$ cat src/rtl/dpcs_pkg.sv
package dpcs_pkg;

    localparam int CSR_W     = 32;
    localparam int B_SYS_ACK = 31;
    localparam int B_SYS_REQ = 30;
    localparam int B_DBG_ACK = 29;
    localparam int B_DBG_REQ = 28;
    localparam int B_ERR     = 4;
    localparam int B_ORUN    = 1;
    localparam int B_ORUN_EN = 0;

    // index of each power domain inside the paired vectors
    typedef enum int {DOM_DBG = 0, DOM_SYS = 1} dom_e;
    localparam int N_DOM = 2;

    typedef struct packed {
        logic sys;
        logic dbg;
    } dom_pair_t;

    typedef struct packed {
        dom_pair_t req;
        dom_pair_t ack;
        logic      orun_en;
        logic      orun;
        logic      err;
    } csr_t;

    function automatic logic [CSR_W-1:0] csr_pack(csr_t c);
        logic [CSR_W-1:0] w;
        w            = '0;
        w[B_SYS_ACK] = c.ack.sys;
        w[B_SYS_REQ] = c.req.sys;
        w[B_DBG_ACK] = c.ack.dbg;
        w[B_DBG_REQ] = c.req.dbg;
        w[B_ERR]     = c.err;
        w[B_ORUN]    = c.orun;
        w[B_ORUN_EN] = c.orun_en;
        return w;
    endfunction

    function automatic logic w1c_hit(logic wr, logic [CSR_W-1:0] wd, int pos);
        return wr & wd[pos];
    endfunction

endpackage

$ cat src/rtl/dpcs_ack_sync.sv
module dpcs_ack_sync #(
    parameter int WIDTH  = 2,
    parameter int STAGES = 2
) (
    input  logic             clk,
    input  logic             rst,
    input  logic [WIDTH-1:0] async_i,
    output logic [WIDTH-1:0] sync_o
);
    localparam int LAST = STAGES - 1;

    for (genvar b = 0; b < WIDTH; b++) begin : g_bit
        logic [STAGES-1:0] chain;
        always_ff @(posedge clk) begin
            if (rst) chain <= '0;
            else if (STAGES == 1) chain <= async_i[b];
            else chain <= {chain[STAGES-2:0], async_i[b]};
        end
        assign sync_o[b] = chain[LAST];
    end
endmodule

$ cat src/rtl/dpcs_sticky.sv
module dpcs_sticky (
    input  logic clk,
    input  logic rst,
    input  logic set_i,
    input  logic clr_i,
    output logic flag_o
);
    always_ff @(posedge clk) begin
        if (rst)        flag_o <= 1'b0;
        else if (set_i) flag_o <= 1'b1;   // a new event outranks a clear
        else if (clr_i) flag_o <= 1'b0;
    end
endmodule

$ cat src/rtl/dpcs_ctrl.sv
module dpcs_ctrl
    import dpcs_pkg::*;
(
    input  logic             clk,
    input  logic             rst,
    input  logic             wr_i,
    input  logic [CSR_W-1:0] wdata_i,
    input  dom_pair_t        ack_sync_i,
    output dom_pair_t        req_o,
    output logic             orun_en_o
);
    logic pwr_ok;
    assign pwr_ok = ack_sync_i.dbg & ack_sync_i.sys;

    always_ff @(posedge clk) begin
        if (rst) begin
            req_o     <= '0;
            orun_en_o <= 1'b0;
        end else if (wr_i) begin
            req_o.dbg <= wdata_i[B_DBG_REQ];
            req_o.sys <= wdata_i[B_SYS_REQ];
            if (pwr_ok) orun_en_o <= wdata_i[B_ORUN_EN];
        end
    end
endmodule

$ cat src/rtl/dbg_ctrl_stat.sv
module dbg_ctrl_stat
    import dpcs_pkg::*;
#(
    parameter int SYNC_STAGES = 2
) (
    input  logic             clk,
    input  logic             rst,
    input  logic             reg_wr,
    input  logic [CSR_W-1:0] reg_wdata,
    output logic [CSR_W-1:0] reg_rdata,
    output logic             pwr_dbg_req,
    output logic             pwr_sys_req,
    input  logic             pwr_dbg_ack,
    input  logic             pwr_sys_ack,
    input  logic             evt_fault,
    input  logic             evt_attempt,
    input  logic             txn_pending,
    output logic             txn_block
);
    dom_pair_t ack_raw, ack_s, req;
    logic      orun_en, orun_evt, err_f, orun_f;
    csr_t      csr;

    assign ack_raw.dbg = pwr_dbg_ack;
    assign ack_raw.sys = pwr_sys_ack;

    dpcs_ack_sync #(.WIDTH(N_DOM), .STAGES(SYNC_STAGES)) u_sync (
        .clk(clk), .rst(rst), .async_i(ack_raw), .sync_o(ack_s)
    );

    dpcs_ctrl u_ctrl (
        .clk(clk), .rst(rst), .wr_i(reg_wr), .wdata_i(reg_wdata),
        .ack_sync_i(ack_s), .req_o(req), .orun_en_o(orun_en)
    );

    assign orun_evt = orun_en & evt_attempt & txn_pending;

    dpcs_sticky u_err (
        .clk(clk), .rst(rst), .set_i(evt_fault),
        .clr_i(w1c_hit(reg_wr, reg_wdata, B_ERR)), .flag_o(err_f)
    );

    dpcs_sticky u_orun (
        .clk(clk), .rst(rst), .set_i(orun_evt),
        .clr_i(w1c_hit(reg_wr, reg_wdata, B_ORUN)), .flag_o(orun_f)
    );

    always_comb begin
        csr.req     = req;
        csr.ack     = ack_s;
        csr.orun_en = orun_en;
        csr.orun    = orun_f;
        csr.err     = err_f;
    end

    assign reg_rdata   = csr_pack(csr);
    assign pwr_dbg_req = req.dbg;
    assign pwr_sys_req = req.sys;
    assign txn_block   = err_f | orun_f;
endmodule

$ cat config.mk
export PLATFORM = sky130hd
export DESIGN_NAME = dbg_ctrl_stat
export DESIGN_NICKNAME = d
export VERILOG_FILES = /design/src/rtl/dpcs_pkg.sv /design/src/rtl/dpcs_ack_sync.sv /design/src/rtl/dpcs_sticky.sv /design/src/rtl/dpcs_ctrl.sv /design/src/rtl/dbg_ctrl_stat.sv
export SDC_FILE = /design/constraint.sdc
export NUM_CORES = 1
export LEC_CHECK = 0
export BUFFER_PORTS_ARGS = -buffer_cell sky130_fd_sc_hd__buf_4
export CORE_MARGIN = 4
export CORE_UTILIZATION = 25
export CTS_CLUSTER_DIAMETER = 40
export DETAILED_ROUTE_END_ITERATION = 10
export GPL_TIMING_DRIVEN = 0
export PLACE_DENSITY = 0.64
export SYNTH_ARGS = -nofsm -noshare
export SYNTH_HDL_FRONTEND = slang
export SYNTH_SLANG_ARGS = --single-unit
$ cat constraint.sdc
create_clock -name clk -period 0.8 [get_ports clk]
set_input_delay 0.12 -clock clk [delete_from_list [all_inputs] [get_ports clk]]
set_output_delay 0.12 -clock clk [all_outputs]
set_load 0.01 [all_outputs]
==> metrics, run 1 <==
top cells by count, synth=buf_4, dfxtp_1, nor2b_1; vias in the first global route=around 440; # nets final=approximately 150; hold path depth=2; Routed WL=1.067 mm; CTS sink count=9; Critical Path Start Type=flip-flop; Max Cap Viol=0; largest net degree at the start of global routing=11; hold_buf cts=0; sequential-to-total area share from yosys stat=approximately 32%; setup ws final=-0.2398 ns; fraction of layout cells with a size suffix above 1=around three fifths; Die Area=about 3000 µm²; LEAKAGE=roughly 0.53 nW; routed length per instance=around 7.7 µm; Worst Hold End=u_sync.g_bit[0].chain[0]; Util after Layout=a little under half; GRT overflow=0; CP Data Arrival Time=about 0.92 ns; CP required=0.68 ns; antenna cells=0; failing checks=negative setup slack; setup violators final=9; min Tclk post-route=between 1 and 1.5 ns; Port Buffers=21; Clock Skew=around 0.0024 ns; Cell variety after synth=15; Synth Cell Area=around 560 µm²; die height=approximately 55 µm; Design Power=approximately 0.0011 W; Register-to-Register Path Depth=3; clock-pin slew on the worst setup and hold paths=roughly 0.060 ns; most common cell in the netlist=buf_4; flops & latches, synth=9; hold slack=approximately 0.084 ns; Max IR drop VDD=~650 µV; Fin Setup TNS=-0.9302 ns; Die Width=between 50 and 60 µm; HP Start=pwr_dbg_ack; outcome=finished with violations; post-synth top area cell=buf_4; Cell Rows=16; Synth Flop Type=dfxtp_1; Slew Viols, Final=0; reg2reg start=u_orun.flag_o; Inserted Clock Buffers=3; Critical Path Fanout Max=2; Final ANT Viol Nets=0; Yosys top cell area share=~43%; RSZ-0062 raised after global routing=yes; Clock Root Buffer=clkbuf_4; total core area=2042 µm²; top cells by area, synth=buf_4, dfxtp_1, mux2i_1; fin crit share=130.0%; Final Hold Fails=0; FF-to-FF setup slack=0 ns; Detailed Route Iter0 Violations=6; WS Path Type=reg -> out; buffer depth of the longest clock path=2; gpl congestion=0.6268; Hold Crit Class=in -> reg; fraction of registers with async set/reset=0%; Total GRT Usage=between 7 and 8%; Post-synth EDFFs=0; via/cell ratio=roughly 3.2; Syn Area/Cell=~9 µm²; global-route wire length before repair=1.814 mm; crit end category=output port; Area Growth Syn to Fin=67.94%; Clock Latency Late Sink=0.25 ns; Synthesis Warnings=0; initial antenna violation count=0; drt first pass iters=3; CTS tree=yes; Initial Utilization=about 27%; max frequency=a little under 1 GHz; H-tree Lvls=1; end of the worst register-to-register path=u_orun.flag_o; vias=~450; PD cells=1194 nW/µm²; Residual DRC=0; I/O Pins=75; Cells after Synth=about 60
==> worst max-delay path, cell delays in order, from the launching register on <==
cell	delay, ns
dfxtp_2	0.31
or2_4	0.24
buf_6	0.12
==> per-stage QoR <==
| stage | std cells | cell area [µm²] | setup slack, ns |
|---|---|---|---|
| floorplan | 85 | 648.1 | 0.07813 |
| global placement | 133 | 839.6 | -0.04291 |
| detailed placement | 133 | 839.6 | -0.04291 |
| CTS | 138 | 924.6 | -0.2465 |
| global route | 138 | 937.1 | -0.2813 |
| finish | 138 | 937.1 | -0.2398 |
==> power breakdown <==
group / internal [W] / total [W] / switching [W]
clock network: 0.000191 / 0.000323 / 0.000133
logic: 0.000193 / 0.000315 / 0.000122
registers: 0.000468 / 0.000481 / 0.0000128
==> cell type report <==
cell class                 instances  area (µm²)
fill                             202        1105
multi-input combinational         43       235.2
buffer                            30       230.2
timing repair buffer              25       221.5
sequential                         9       190.2
tap                               27       33.78
clock buffer                       4       26.28
==> layer usage <==
metal	routed length (µm)	part of all wire [%]	track usage, %
met5	0	0	0
met4	0	0	3.125
met3	120	11	2.564
met2	611	57	13.85
met1	335	31	6.882
==> what timing repair did <==
action | in CTS | in global routing
gates resized for setup | 18 | 3
buffers inserted | 4 | 0
setup endpoints to repair | 10 | 11
==> sequential cells by signal, indices dropped and copies added (netlist names) <==
| register | count |
|---|---|
| u_ctrl.orun_en_o | 1 |
| u_ctrl.req_o | 2 |
| u_err.flag_o | 1 |
| u_orun.flag_o | 1 |
| u_sync.g_bit.chain | 4 |
==> how the worst max path moves through the flow <==
stage | startpoint | endpoint | slack (ns) | depth (start not counted)
2_1_floorplan | u_orun.flag_o | txn_block | 0.08 | 1
3_3_place_gp | u_orun.flag_o | txn_block | -0.04 | 2
3_5_place_dp | u_orun.flag_o | txn_block | -0.04 | 2
4_1_cts | u_orun.flag_o | txn_block | -0.25 | 2
5_1_grt | u_orun.flag_o | txn_block | -0.28 | 2
6_report | u_orun.flag_o | txn_block | -0.24 | 2
==> cells by family after synthesis <==
group | count (synthesis) | synth area share, %
buffers and inverters | 33 | 43.95
AND/OR/NAND/NOR | 11 | 11.88
flip-flops | 9 | 32.29
AO/OA/AOI/OAI | 4 | 5.829
multiplexers | 3 | 5.381
other | 1 | 0.6720
==> layout by cell type, fill, tap and decap left out, drive strengths merged <==
cell / count
buf: 55
conb: 25
a21boi: 1
a21oi: 1
a21bo: 1
mux2i: 3
nor2: 2
nand3: 2
o21ba: 1
dfxtp: 9
nand2b: 2
clkbuf: 4
or2: 1
nor2b: 4
No activity file was read; power rests on OpenSTA's default activity.
==> inputs of run 2 (changes only) <==
--- a/config.mk
+++ b/config.mk
@@ -5,13 +5,14 @@
 export SDC_FILE = /design/constraint.sdc
 export NUM_CORES = 1
 export LEC_CHECK = 0
-export BUFFER_PORTS_ARGS = -buffer_cell sky130_fd_sc_hd__buf_4
+export BUFFER_PORTS_ARGS = -buffer_cell sky130_fd_sc_hd__buf_2
+export CORE_ASPECT_RATIO = 1.4
 export CORE_MARGIN = 4
-export CORE_UTILIZATION = 25
+export CORE_UTILIZATION = 30
 export CTS_CLUSTER_DIAMETER = 40
 export DETAILED_ROUTE_END_ITERATION = 10
 export GPL_TIMING_DRIVEN = 0
-export PLACE_DENSITY = 0.64
+export PLACE_DENSITY = 0.75
 export SYNTH_ARGS = -nofsm -noshare
 export SYNTH_HDL_FRONTEND = slang
 export SYNTH_SLANG_ARGS = --single-unit
==> run 2 against run 1 <==
The run still ends with negative setup slack left. Non-clock buffer count stayed put. First-iteration DRC count is 67% lower. Sequential cell count stayed put.
==> metrics, run 2 (synthesized netlist as in run 1, its figures left out) <==
outcome=finished with violations; failing checks=negative setup slack; Area Growth Syn to Fin=61.66%; Critical Path Fanout Max=2; hold path depth=2; Initial Utilization=between 30% and 40%; fraction of layout cells with a size suffix above 1=approximately three fifths; buffer depth of the longest clock path=2; end of the worst register-to-register path=u_orun.flag_o; Slowest cell on crit path=dfxtp_2; most common cell after layout, fill and taps aside=buf_4; largest net degree at the start of global routing=11; CP Cell Sequence=or2_4 > buf_6; clock-pin slew on the worst setup and hold paths=approximately 0.06 ns; Residual DRC=0; Clock Latency Late Sink=between 0.2 and 0.3 ns; global-route wire length before repair=1.794 mm; Final Hold Fails=0; setup ws final=-0.2476 ns; Filler cells=approximately 170; fin crit share=130.9%; total core area=between 1500 and 2000 µm²; vias=about 450; via/cell ratio=approximately 3.4; Inserted Clock Buffers=3; Routed WL=~1.1 mm; Critical Path Start Type=flip-flop; Largest regs=u_sync.g_bit.chain (4), u_ctrl.req_o (2); Clock Skew=0.003285 ns; Total GRT Usage=under 10%; Max Cap Viol=0; register area=~190 µm²; RSZ-0062 raised after global routing=yes; Final ANT Viol Nets=0; Die Area=2624 µm²; Clock Root Buffer=clkbuf_4; Port Buffers=21; largest register by flop count=u_sync.g_bit.chain; Cell Rows=18; I/O Pins=75; DP Cell Count=about 130; fin cells=roughly 130; WS Path Type=reg -> out; CP Data Arrival Time=around 0.93 ns; crit end category=output port; antenna cells=0; die height=approximately 59 µm; setup violators final=11; min Tclk post-route=between 1 and 1.5 ns; commonest cells after routing, fill and taps aside=buf_4, conb_1, buf_2; vias in the first global route=~440; PD cells=between 1000 and 1500 nW/µm²; initial antenna violation count=0; H-tree Lvls=1; design area=902.1 µm²; CTS tree=yes; hold_buf cts=0; max frequency=0.9546 GHz; Hold Crit Class=in -> reg; CTS sink count=9; critical path's largest stage delay=~0.32 ns; FF-to-FF setup slack=0 ns; Detailed Route Iter0 Violations=2; Placed Instance Area=roughly 780 µm²; gpl congestion=a little over 0.6; LEAKAGE=0.5219 nW; max reg flops=4; area of the multi-input gates=around 240 µm²; routed length per instance=~8.7 µm; Worst Hold End=u_sync.g_bit[1].chain[0]; Max IR drop VDD=about 1100 µV; HP Start=pwr_sys_ack; CP required=just under 0.7 ns; reg2reg start=u_orun.flag_o; GRT overflow=0; DP HPWL=864.4 µm; drt first pass iters=2; # nets final=roughly 150; Die Width=about 44 µm; Slew Viols, Final=0; Register-to-Register Path Depth=3
run 2: repair_timing:
action | 4_1_cts | 5_1_grt
buffers inserted | 4 | 0
resized for setup | 19 | 4
endpoints found under the setup margin | 10 | 12
run 2: area by class of cell:
cell class / instances / share of cell area (%)
buffer: 30 / 25.94
multi-input combinational: 43 / 26.07
tap: 20 / 2.774
timing repair buffer: 25 / 21.22
clock buffer: 4 / 2.913
sequential: 9 / 21.08
run 2: critical path: cells and delay by family (launching register included):
| family | cells | cell delay, ns |
|---|---|---|
| flip-flops | 1 | 0.32 |
| AND/OR/NAND/NOR | 1 | 0.24 |
| buffers and inverters | 1 | 0.12 |
run 2: per-stage QoR:
step	worst slack, ns	hold slack [ns]	util, %	setup TNS (ns)	power [W]
floorplan	0.07813	0.2482	-	0	0.0006903
global placement	-0.02679	0.3350	44.30	-0.02679	0.0007439
detailed placement	-0.03502	0.3420	44.30	-0.03502	0.0007468
CTS	-0.2452	0.08216	50.64	-0.9759	0.001111
global route	-0.2807	0.08978	51.35	-1.326	0.001179
finish	-0.2476	0.08117	51.35	-0.9500	0.001114
run 2: worst max path at each step:
stage,start,to,slack (ns)
2_1_floorplan,u_orun.flag_o,txn_block,0.08
3_3_place_gp,u_orun.flag_o,txn_block,-0.03
3_5_place_dp,u_orun.flag_o,txn_block,-0.04
4_1_cts,u_orun.flag_o,txn_block,-0.25
5_1_grt,u_orun.flag_o,txn_block,-0.28
6_report,u_orun.flag_o,txn_block,-0.25
run 2: power by group:
part | total (W) | internal (W) | switching [W] | leakage [nW]
Sequential | 0.000481 | 0.000468 | 0.0000132 | 0.0769
Combinational | 0.000300 | 0.000176 | 0.000124 | 0.430
Clock | 0.000332 | 0.000191 | 0.000141 | 0.0150
Total | 0.00111 | 0.000835 | 0.000278 | 0.522
run 2: routing by layer:
layer	wire (µm)	track usage (%)
met2	609	17.50
met5	0	0
met4	0	0
met3	206	6.687
met1	318	8.022
